--- src/rtl/rtc_alarm_irq.sv ---
module rtc_alarm_irq #(
  parameter int AW      = 4,
  parameter int DW      = 8,
  parameter int SEC_IDX = 1,
  parameter int MIN_IDX = 3,
  parameter int HR_IDX  = 5,
  parameter int CTL_IDX = 11,
  parameter int FLG_IDX = 12
) (
  input  logic          clk,
  input  logic          rst_n,
  input  logic [DW-1:0] sec,
  input  logic [DW-1:0] min,
  input  logic [DW-1:0] hour,
  input  logic          upd_done,
  input  logic          tick,
  input  logic          wr_en,
  input  logic          rd_en,
  input  logic [AW-1:0] addr,
  input  logic [DW-1:0] wdata,
  output logic [DW-1:0] rdata,
  output logic          irq
);
  localparam logic [1:0] WILD = 2'b11;

  logic [DW-1:0] alm_s, alm_m, alm_h, ctl;
  logic pf, af, uf;

  function automatic logic fmatch(input logic [DW-1:0] a, input logic [DW-1:0] t);
    return (a[DW-1:DW-2] == WILD) || (a == t);
  endfunction

  wire hit    = fmatch(alm_s, sec) && fmatch(alm_m, min) && fmatch(alm_h, hour);
  wire rd_clr = rd_en && (addr == AW'(FLG_IDX));
  wire any_en = (pf && ctl[6]) || (af && ctl[5]) || (uf && ctl[4]);
  wire [DW-1:0] status = {any_en, pf, af, uf, {(DW-4){1'b0}}};

  assign irq = status[DW-1];

  always_ff @(posedge clk or negedge rst_n)
    if (!rst_n) begin
      alm_s <= '0; alm_m <= '0; alm_h <= '0; ctl <= '0;
    end else if (wr_en) begin
      if (addr == AW'(SEC_IDX)) alm_s <= wdata;
      if (addr == AW'(MIN_IDX)) alm_m <= wdata;
      if (addr == AW'(HR_IDX))  alm_h <= wdata;
      if (addr == AW'(CTL_IDX)) ctl   <= wdata;
    end

  always_ff @(posedge clk or negedge rst_n)
    if (!rst_n) begin
      pf <= 1'b0; af <= 1'b0; uf <= 1'b0;
    end else begin
      pf <= tick ? 1'b1 : (rd_clr ? 1'b0 : pf);
      uf <= upd_done ? 1'b1 : (rd_clr ? 1'b0 : uf);
      af <= (upd_done && hit) ? 1'b1 : (rd_clr ? 1'b0 : af);
    end

  always_comb begin
    rdata = '0;
    if (addr == AW'(SEC_IDX)) rdata = alm_s;
    if (addr == AW'(MIN_IDX)) rdata = alm_m;
    if (addr == AW'(HR_IDX))  rdata = alm_h;
    if (addr == AW'(CTL_IDX)) rdata = ctl;
    if (addr == AW'(FLG_IDX)) rdata = status;
  end

  assert_upd_sets_flag_R3: assert property (@(posedge clk) disable iff (!rst_n)
    upd_done |=> uf);
  assert_tick_sets_flag_R6: assert property (@(posedge clk) disable iff (!rst_n)
    tick |=> pf);
  assert_wild_all_R5: assert property (@(posedge clk) disable iff (!rst_n)
    (upd_done && alm_s[DW-1:DW-2] == WILD && alm_m[DW-1:DW-2] == WILD && alm_h[DW-1:DW-2] == WILD) |=> af);
  assert_no_compare_idle_R4: assert property (@(posedge clk) disable iff (!rst_n)
    (!upd_done && !rd_clr) |=> $stable(af));
  assert_read_clears_R8: assert property (@(posedge clk) disable iff (!rst_n)
    (rd_clr && !tick && !upd_done) |=> !irq);
  assert_event_wins_R9: assert property (@(posedge clk) disable iff (!rst_n)
    (rd_clr && tick) |=> pf);
  assert_irq_cause_R10: assert property (@(posedge clk) disable iff (!rst_n)
    $rose(irq) |-> $past(tick || upd_done || wr_en));
endmodule

--- config.mk ---
export PLATFORM = sky130hd
export DESIGN_NAME = rtc_alarm_irq
export DESIGN_NICKNAME = d
export VERILOG_FILES = /design/src/rtl/rtc_alarm_irq.sv
export SDC_FILE = /design/constraint.sdc
export NUM_CORES = 1
export LEC_CHECK = 0
export BUFFER_PORTS_ARGS = -buffer_cell sky130_fd_sc_hd__buf_4
export CAP_MARGIN = 10
export CORE_ASPECT_RATIO = 1.2
export CORE_UTILIZATION = 40
export DETAILED_ROUTE_END_ITERATION = 8
export RECOVER_POWER = 50
export SETUP_SLACK_MARGIN = 0.3
export SYNTH_ARGS = -nofsm -noshare
export SYNTH_HDL_FRONTEND = slang
export SYNTH_SLANG_ARGS = --single-unit
--- constraint.sdc ---
create_clock -name clk -period 2.63 [get_ports clk]
set_clock_uncertainty 0.15 [all_clocks]
set_input_delay 0.526 -clock clk [delete_from_list [all_inputs] [get_ports clk]]
set_output_delay 0.526 -clock clk [all_outputs]
set_load 0.02 [all_outputs]
Word-level counts from Yosys, hierarchy flattened. Cells that the tools add are included.

Output and inout bits: 9. Register bits after elaboration: 35. Logic and storage cells: 46. Input port bits: 42.

Equality and inequality tests: 11. Multiplexer cells: 9. Reductions and logical operators: 19.

Operator list (number): 8-bit two-way mux (5); 8-bit == test (3); 4-bit == test, second input constant (2); 2-bit AND reduction (4); 1-bit logical AND (7); 2-bit == test, second input constant (3); 2-bit nonzero test (3); 1-bit logical OR (5); 4-bit by 1-bit == test with 1-bit output, second input constant (1); 4-bit by 2-bit == test with 1-bit output, second input constant (1); 4-bit by 3-bit == test with 1-bit output, second input constant (1); 1-bit two-way mux (4).

Depth between registers and ports, before layout. Gate-level depths: netlist of run 1.

Depth in word-level cells: 6. Mapped depth: 6. Depth with buffers taken out: 4.

Worst setup path after synthesis of run 1. OpenSTA, ideal clock, no wires.

Kind: input -> output. Start: input addr[1]. End: output rdata[7]. Data required time: 1954 ps. Stages: 6. Buffers on the path: 2. Path slack: 379 ps. Data arrival time: 1575 ps. Cells stage by stage: nor2b_1 -> buf_2 -> and3_2 -> buf_4 -> a22o_1 -> a21o_2.

Cells in the longest elaborated chain, start to end: 6. Elaborated cells on any way between the ends: 10. Those cells by class: eq/ne (5); mux (5).

RTL lines: start, declared (line 19) `input logic [AW-1:0] addr,`; 4-bit by 1-bit == test with 1-bit output (line 61) `if (addr == AW'(SEC_IDX)) rdata = alm_s;`; 8-bit two-way mux (line 61); 8-bit two-way mux (line 62) `if (addr == AW'(MIN_IDX)) rdata = alm_m;`; 8-bit two-way mux (line 63) `if (addr == AW'(HR_IDX)) rdata = alm_h;`; 8-bit two-way mux (line 64) `if (addr == AW'(CTL_IDX)) rdata = ctl;`; 8-bit two-way mux (*) (line 65) `if (addr == AW'(FLG_IDX)) rdata = status;`; end, declared (line 21) `output logic [DW-1:0] rdata,`.

Every way passes the cells marked *; elsewhere a longest branch is shown, timed or not.

Final worst setup path of run 1.
Start: register pf. End: output rdata[7].

Cells in the longest elaborated chain, start to end: 4.

RTL lines: start, declared (line 27) `logic pf, af, uf;`; start signal, assigned (line 54) `pf <= tick ? 1'b1 : (rd_clr ? 1'b0 : pf);`; 1-bit logical AND (line 35) `wire any_en = (pf && ctl[6]) || (af && ctl[5]) || (uf && ctl[4]);`; 1-bit logical OR (2 in a row) (line 35); 8-bit two-way mux (line 65).

Every way passes these cells.

==> results of run 1 <==
-- area by class of cell --
type,count,area (µm²)
well taps,58,72.6
multi-input cells,116,1060
flip-flops and latches,35,876
clock buffers,8,100
inverters,4,15.0
fillers,443,2070
repair buffers,60,469
-- Yosys cell counts --
| library cell | n |
|---|---|
| a21o_1 | 1 |
| a21o_2 | 1 |
| a21oi_1 | 1 |
| a222oi_1 | 3 |
| a22o_1 | 1 |
| a22o_2 | 4 |
| a22oi_1 | 3 |
| and3_2 | 2 |
| and4bb_2 | 1 |
| buf_1 | 1 |
| buf_2 | 3 |
| buf_4 | 1 |
| buf_6 | 2 |
| dfrtp_1 | 35 |
| inv_1 | 4 |
| mux2_2 | 24 |
| mux2_4 | 8 |
| mux2i_1 | 7 |
| nand2_1 | 11 |
| nand2_2 | 1 |
| nand2_4 | 1 |
| nand3_1 | 1 |
| nor2b_1 | 1 |
| nor2b_2 | 1 |
| nor3b_4 | 1 |
| nor4_1 | 6 |
| nor4bb_1 | 1 |
| o21ai_0 | 6 |
| o221ai_1 | 1 |
| o2bb2ai_1 | 2 |
| o41ai_1 | 1 |
| or3_1 | 1 |
| or3b_2 | 1 |
| xor2_1 | 24 |
-- per-layer routing --
layer / wire length, µm / track usage, % / up-vias
met2: 2660 / 35.8 / 52
li1: - / - / 708
met5: 0 / 0 / -
met1: 2110 / 26.8 / 765
met4: 86 / 7.02 / 0
met3: 259 / 5.03 / 8
-- kinds of logic (layout without fill, tap and decap cells) --
group                  Yosys count  in the layout  synth area share [%]
multiplexers                    39             39                  23.2
XOR/XNOR                        24             24                  10.6
flip-flops                      35             35                  44.1
AND/OR/NAND/NOR                 29             29                  9.45
buffers and inverters           11             72                  3.21
AO/OA/AOI/OAI                   24             24                  9.45
-- final timing paths --
path | start | endpoint | slack (ns) | cells after the start
max in group asynchronous | rst_n | ctl[7] | 0.62 | 1
hold / removal | tick | pf | 0.27 | 2
hold reg to reg | ctl[1] | ctl[1] | 0.36 | 1
setup reg to reg | alm_s[6] | af | 0.85 | 5
min in group asynchronous | rst_n | alm_s[6] | 0.60 | 1
setup / recovery | pf | rdata[7] | 0.23 | 5
-- registers in the layout, indices dropped and copies added, names as in the netlist --
signal / cells
alm_h: 8
ctl: 8
uf: 1
alm_s: 8
pf: 1
af: 1
alm_m: 8
-- placed cells by master, fill, tap and decap left out, types with 2 or more instances in the layout --
cell type  instances
a22o_2             4
nor4_1             6
inv_1              4
clkbuf_8           7
mux2_4             8
nand2_1           12
a222oi_1           3
o2bb2ai_1          2
buf_4             51
a22oi_1            3
o21ai_0            6
buf_6              7
xor2_1            24
mux2_2            24
dfrtp_1           35
clkbuf_1           3
mux2i_1            7
-- report_power, final --
group | internal [mW] | switching, mW
clock network | 0.239 | 0.192
registers | 0.655 | 0.116
logic | 0.285 | 0.191
-- stage by stage --
step | setup WS (ns) | util [%] | instances | hold WS (ns) | area, µm²
global route | 0.153 | 55.5 | 281 | 0.265 | 2590
finish | 0.232 | 55.5 | 281 | 0.271 | 2590
CTS | 0.259 | 54.7 | 278 | 0.0456 | 2550
floorplan | 0.379 | - | 162 | 0.0804 | 1990
detailed placement | 0.224 | 51.6 | 266 | 0.350 | 2410
global placement | 0.263 | 51.6 | 266 | 0.340 | 2410
-- what timing repair did --
item,CTS,global route
endpoints found under the hold margin,0,0
gates resized for setup,4,8
endpoints found under the setup margin,4,5
pin swaps,2,5
cloned,0,0
buffers inserted,4,3
==> results.yml, run 1 <==
timing:
  final.setup.tns_ns: 0
  tightest_slew_ns: 1.91
  fin_crit_ns: 2.40
  slew_violations: 36
  fin_crit_sh_pct: 91.2
  setup_viol: 0
  relSlewSlack_pct: -27.6
  rsz0062_at_grt: "true"
  final_hold_viol_count: 0
  timing.fmax_mhz: 417
synthesis:
  ys_seq_elements: 35
  yosysTopAreaCell: "dfrtp_1"
  yosysUniqueCellTypes: 34
  synth.avg_cell_area_um2: 12.3
  yosysWarnings: 0
  syn_inst: 162
  yosysSeqAreaShare_pct: 44.1
  syn_area_um2: 1990
  synth_area_leaders: "dfrtp_1 44%, mux2_2 14%, xor2_1 11%, mux2_4 6.0%, mux2i_1 3.5%"
  syn-num-nets: 204
  synth_top_cell_area_share_pct: 44.1
flow_run:
  cap_violations: 1
pwr:
  p_leak_nw: 1.26
  power.density_nw_per_um2: 648
  finalPower_mw: 1.68
  ir_drop_uv: 272
layout:
  drive_gt1_share_pct: 48.9
  nets: 264
  area_growth_pct: 30.4
  n_antenna_cell: 0
worst_setup_path:
  worstPathRequired_ns: 1.95
  worst_setup_path_start_kind: "flop"
  crit_chain: "a222oi_1 > inv_1 > a22o_1 > a21o_2 > buf_6"
  critical_path.endpoint_type: "primary output"
  slowest_delay_ns: 0.40
  crit_buf_inv: 2
  critPathArrivalTime_ns: 1.72
  cp_slowest_cell: "dfrtp_1"
  path_class: "reg -> out"
  crit_fanout: 3
  critPathTopFamily: "compound AO/OA/AOI/OAI gates"
floorplanning:
  fp.dieH_um: 79.2
  die_area_um2: 5250
  coreArea_um2: 4660
  die_x_um: 66.3
  rows: 27
  io_pins: 51
  initial_core_util_pct: 42.6
clock_tree:
  path_clk_slew_ns: 0.07
  clockBufferDepth: 2
  clock-sinks: 35
  cts_root_buffer: "clkbuf_8"
  cts_buffers: 5
  cts_tree: "built"
  cts_hold_buf: 0
  clock_latency_ns: 0.29
  htreeDepth: 2
grt:
  grt_pass1_wl_um: 8020
  grt_pass1_vias: 1590
  antenna_found_initial: 0
  grt-ovfl-total: 0
  grtUsageTotal_pct: 21.4
  grt_max_degree: 36
placement:
  place_congestion: 0.808
  port_buffers: 50
  hpwl_um: 3750
detailed_routing:
  wl_per_cell_um: 18.2
  drtPass1Iterations: 4
  first_iter_violations: 40
  drc: 0
  vias: 1533
  finalWirelength_um: 5110
  via_per_inst: 5.46
  ant_nets: 0
outcome:
  outcome: "complete, but fails checks"
  violations: "max-capacitance violations, max-slew violations"
min_path:
  hold_class: "in -> reg"
(Power assumes the default switching activity.)
==> inputs of run 2 (changes only) <==
--- a/config.mk
+++ b/config.mk
@@ -5,11 +5,12 @@
 export SDC_FILE = /design/constraint.sdc
 export NUM_CORES = 1
 export LEC_CHECK = 0
-export BUFFER_PORTS_ARGS = -buffer_cell sky130_fd_sc_hd__buf_4
+export BUFFER_PORTS_ARGS = -buffer_cell sky130_fd_sc_hd__clkbuf_2
 export CAP_MARGIN = 10
 export CORE_ASPECT_RATIO = 1.2
 export CORE_UTILIZATION = 40
 export DETAILED_ROUTE_END_ITERATION = 8
+export PLACE_DENSITY = 0.66
 export RECOVER_POWER = 50
 export SETUP_SLACK_MARGIN = 0.3
 export SYNTH_ARGS = -nofsm -noshare
==> constraint.sdc (replaced) <==
create_clock -name clk -period 2.2 [get_ports clk]
set_clock_uncertainty 0.15 [all_clocks]
set_input_delay 0.44 -clock clk [delete_from_list [all_inputs] [get_ports clk]]
set_output_delay 0.44 -clock clk [all_outputs]
set_load 0.02 [all_outputs]
==> run 2 against run 1 <==
Compared with the run above:
- the flow now finishes without violations
- routed wire length decreased by 0.63%
- core utilization is 3.6 points higher
- highest routed layer unchanged
- critical endpoint unchanged
- global-route usage decreased by 0.26 points
- hold slack got worse by 0.081 ns
- design area is 6.4% higher
- non-clock buffer count up 17
- first-iteration DRC count is 70% higher
- largest cell class unchanged
- via count up 3.1%
==> results.yml, run 2 (same netlist as run 1, synthesis figures left out) <==
timing:
  tightest_slew_ns: 0.896
  fin_crit_ns: 2.17
  rsz0062_at_grt: "true"
  final.setup.tns_ns: 0
  final_hold_viol_count: 0
  relSlewSlack_pct: 40.3
  setup_viol: 0
  fin_crit_sh_pct: 98.8
  setup_slack_ns: 0.0270
  timing.fmax_mhz: 460
  slew_violations: 0
layout:
  area_growth_pct: 38.8
  nets: 281
  layout.area.seq_um2: 876
  nFillCells: 420
  n_antenna_cell: 0
  multi_input_area_um2: 1100
  final_common_cell: "clkbuf_2"
  mostFrequentLayoutCells: "38 x clkbuf_2, 35 x dfrtp_1, 24 x mux2_2, 24 x xor2_1, 23 x buf_4"
  drive_gt1_share_pct: 55.8
flow_run:
  cap_violations: 0
floorplanning:
  coreArea_um2: 4660
  rows: 27
  initial_core_util_pct: 42.6
  fp.dieH_um: 79.2
  die_x_um: 66.3
  die_area_um2: 5250
  io_pins: 51
detailed_routing:
  ant_nets: 0
  vias: 1580
  drc: 0
  via_per_inst: 5.30
  drtPass1Iterations: 4
  finalWirelength_um: 5080
  wl_per_cell_um: 17.1
  first_iter_violations: 68
clock_tree:
  cts_tree: "built"
  clock-sinks: 35
  htreeDepth: 2
  path_clk_slew_ns: 0.07
  cts_root_buffer: "clkbuf_8"
  cts_hold_buf: 0
  cts_buffers: 5
  clockBufferDepth: 2
  clock_latency_ns: 0.29
worst_setup_path:
  path_class: "reg -> out"
  crit_chain: "a222oi_1 > inv_1 > a22o_1 > a21o_2 > buf_6"
  slowest_delay_ns: 0.39
  rr_startpoint: "alm_s[5]"
  cp_slowest_cell: "dfrtp_1"
  worstPathRequired_ns: 1.61
  critical_path.endpoint_type: "primary output"
  crit_fanout: 2
  reg2reg_to: "af"
  worst_setup_path_start_kind: "flop"
  r2r_setup_slack_ns: 0.40
  critPathArrivalTime_ns: 1.58
  r2r_cells: 5
placement:
  port_buffers: 50
  hpwl_um: 3670
  place_congestion: 0.832
  preCtsSetupSlack_ns: 0.0418
min_path:
  hold_class: "in -> reg"
  timing.hold.worst.start: "tick"
  min_to: "pf"
  whs_path_depth: 2
outcome:
  outcome: "finished clean"
grt:
  grt_pass1_vias: 1629
  grt_pass1_wl_um: 8120
  grt_max_degree: 36
  antenna_found_initial: 0
  grtUsageTotal_pct: 21.1
  grt-ovfl-total: 0
pwr:
  ir_drop_uv: 415
  power.density_nw_per_um2: 779
  finalPower_mw: 2.15
  p_leak_nw: 1.36
## run 2: changes by cell type in the layout (fill, tap and decap cells not counted), moves of 2 or more
| cell | before | now |
|---|---|---|
| clkbuf_2 | 0 | 38 |
| buf_4 | 51 | 23 |
| clkbuf_8 | 7 | 10 |
| o2bb2ai_2 | 0 | 2 |
| o2bb2ai_1 | 2 | 0 |
| o21ai_0 | 6 | 2 |
| buf_8 | 0 | 5 |
| buf_6 | 7 | 5 |
| clkbuf_1 | 3 | 1 |
| o21ai_1 | 0 | 4 |
## run 2: cell type report
type / count / share of cell area (%)
multi-input cells: 116 / 39.8
flip-flops and latches: 35 / 31.8
repair buffers: 77 / 21.0
clock buffers: 6 / 3.00
well taps: 58 / 2.63
clock inverters: 2 / 1.27
inverters: 4 / 0.545
## run 2: repair_timing
item	4_1_cts	5_1_grt
buffers inserted	9	5
pin swaps	16	10
cloned	1	0
endpoints found under the setup margin	8	9
resized for setup	35	15
## run 2: worst max-delay path by stage
| stage | start | endpoint | slack [ns] | cells past startpoint |
|---|---|---|---|---|
| finish | pf | rdata[7] | 0.03 | 5 |
| global route | pf | rdata[7] | -0.08 | 5 |
| CTS | ctl[6] | rdata[7] | -0.009 | 5 |
| detailed placement | addr[2] | rdata[4] | 0.04 | 7 |
| global placement | addr[1] | rdata[6] | 0.05 | 6 |
| floorplan | addr[1] | rdata[7] | 0.23 | 6 |
## run 2: routing by layer
layer / wire length (µm) / part of all wire [%] / global-route usage, % / vias to the layer above
li1: - / - / - / 742
met1: 2160 / 42 / 26.3 / 797
met2: 2710 / 53 / 36.5 / 34
met3: 167 / 3.3 / 4.45 / 7
met4: 52 / 1.0 / 5.74 / 0
met5: 0 / 0 / 0 / -
## run 2: power by group
part           switching, mW  internal, mW  leakage (nW)
clock                  0.235         0.367        0.0612
combinational          0.251         0.380         0.877
sequential             0.131         0.783         0.424
## run 2: through the flow
stage	instances	util, %	hold WS (ns)	area [µm²]
finish	298	59.1	0.190	2760
global route	298	59.1	0.210	2760
CTS	293	57.6	0.0452	2690
detailed placement	275	50.5	0.345	2350
global placement	275	50.5	0.343	2350
floorplan	162	-	-0.00559	2000
## run 2: critical path: cells and delay by family, from the launching register on
family	cells	cell delay [ns]
compound gates	3	0.69
buf+inv	2	0.21
flops	1	0.39
==> inputs of run 3 (changes only) <==
--- a/config.mk
+++ b/config.mk
@@ -10,7 +10,7 @@
 export CORE_ASPECT_RATIO = 1.2
 export CORE_UTILIZATION = 40
 export DETAILED_ROUTE_END_ITERATION = 8
-export PLACE_DENSITY = 0.66
+export PLACE_DENSITY = 0.67
 export RECOVER_POWER = 50
 export SETUP_SLACK_MARGIN = 0.3
 export SYNTH_ARGS = -nofsm -noshare
==> run 3 against run 2 <==
Compared with the run above:
- the run now ends with negative setup slack left
- clock-buffer cell count unchanged
- combinational power down 3.2%
- via count down 2.3%
- routed wire length down 2.0%
- sequential share of layout area up 0.34 points
- critical path depth unchanged
- largest power group unchanged
==> results.yml, run 3 (same netlist as run 1, synthesis figures left out) <==
worst_setup_path:
  worstPathRequired_ns: 1.61
  reg2reg_to: "af"
  rr_startpoint: "alm_s[5]"
  cp-startpoint: "pf"
  worst_setup_path_start_kind: "flop"
  critPathArrivalTime_ns: 1.63
  critical_path.endpoint_type: "primary output"
  r2r_cells: 5
  crit_fanout: 3
  path_class: "reg -> out"
  r2r_setup_slack_ns: 0.39
timing:
  final_hold_viol_count: 0
  worst_hold_slack_ns: 0.189
  relSlewSlack_pct: 40.8
  setup_slack_ns: -0.0222
  final.setup.tns_ns: -0.0222
  timing.fmax_mhz: 450
  slew_violations: 0
  fin_crit_sh_pct: 101
  fin_crit_ns: 2.22
  tightest_slew_ns: 0.888
  setup_viol: 1
  rsz0062_at_grt: "true"
floorplanning:
  coreArea_um2: 4660
  die_x_um: 66.3
  die_area_um2: 5250
  fp.dieH_um: 79.2
  rows: 27
  io_pins: 51
  initial_core_util_pct: 42.6
placement:
  hpwl_um: 3690
  port_buffers: 50
  preCtsSetupSlack_ns: 0.0355
  place_congestion: 0.827
  placed_cells: 275
  placed_area_um2: 2350
outcome:
  violations: "negative setup slack"
  outcome: "complete, but fails checks"
clock_tree:
  path_clk_slew_ns: 0.08
  cts_hold_buf: 0
  cts_root_buffer: "clkbuf_8"
  clockBufferDepth: 2
  htreeDepth: 2
  clock_latency_ns: 0.29
  cts_buffers: 5
  clock-sinks: 35
  cts_tree: "built"
min_path:
  hold_class: "in -> async"
pwr:
  p_leak_nw: 1.35
  ir_drop_uv: 658
  power.density_nw_per_um2: 785
  finalPower_mw: 2.14
detailed_routing:
  wl_per_cell_um: 16.9
  ant_nets: 0
  first_iter_violations: 82
  drc: 0
  drtPass1Iterations: 4
  finalWirelength_um: 4980
  via_per_inst: 5.25
  vias: 1543
grt:
  grt_max_degree: 36
  grt_pass1_wl_um: 7940
  grt-ovfl-total: 0
  antenna_found_initial: 0
  grtUsageTotal_pct: 21.1
  grt_pass1_vias: 1611
layout:
  mostFrequentLayoutCells: "39 x clkbuf_2, 35 x dfrtp_1, 24 x mux2_2, 24 x xor2_1, 19 x buf_4"
  final_common_cell: "clkbuf_2"
  drive_gt1_share_pct: 56.8
  nets: 277
  area_growth_pct: 37.3
  fin_util_pct: 58.5
  n_antenna_cell: 0
  stdcell_area_um2: 2730
  final_cells: 294
flow_run:
  cap_violations: 0
run 3: changes by cell type in the layout (fill, tap and decap cells not counted), sizes merged:
cell    change
buf         -3
clkbuf      -1
run 3: worst max path at each step:
stage               end  slack (ns)  cells after the start
4_1_cts        rdata[7]       -0.02                      5
5_1_grt        rdata[7]       -0.07                      5
3_5_place_dp   rdata[5]        0.04                      7
3_3_place_gp   rdata[6]        0.05                      6
2_1_floorplan  rdata[7]        0.23                      6
6_report       rdata[7]       -0.02                      5
run 3: power breakdown:
part,switching [mW],internal [mW]
combinational,0.241,0.371
sequential,0.135,0.783
clock,0.243,0.367
run 3: metal layers:
layer	share of wire, %	track usage [%]
met5	0	0
met4	1.4	7.87
met3	3.7	5.17
met2	55	37.6
met1	40	23.9
run 3: repair_timing:
| item | in CTS | in global routing |
|---|---|---|
| gates resized for setup | 33 | 16 |
| pin swaps | 12 | 4 |
| endpoints found under the setup margin | 8 | 9 |
| buffers inserted | 9 | 2 |
run 3: cell type report:
cell class | instances | area (µm²)
tap | 58 | 72.6
multi-input combinational | 116 | 1100
clock inverter | 2 | 35.0
fill | 412 | 1940
timing repair buffer | 73 | 542
inverter | 4 | 15.0
sequential | 35 | 876
clock buffer | 6 | 82.6
run 3: worst max-delay path: stages (launching register included):
cell	delay (ns)
dfrtp_1	0.40
a222oi_1	0.34
inv_1	0.10
a22o_1	0.19
a21o_2	0.19
buf_6	0.13
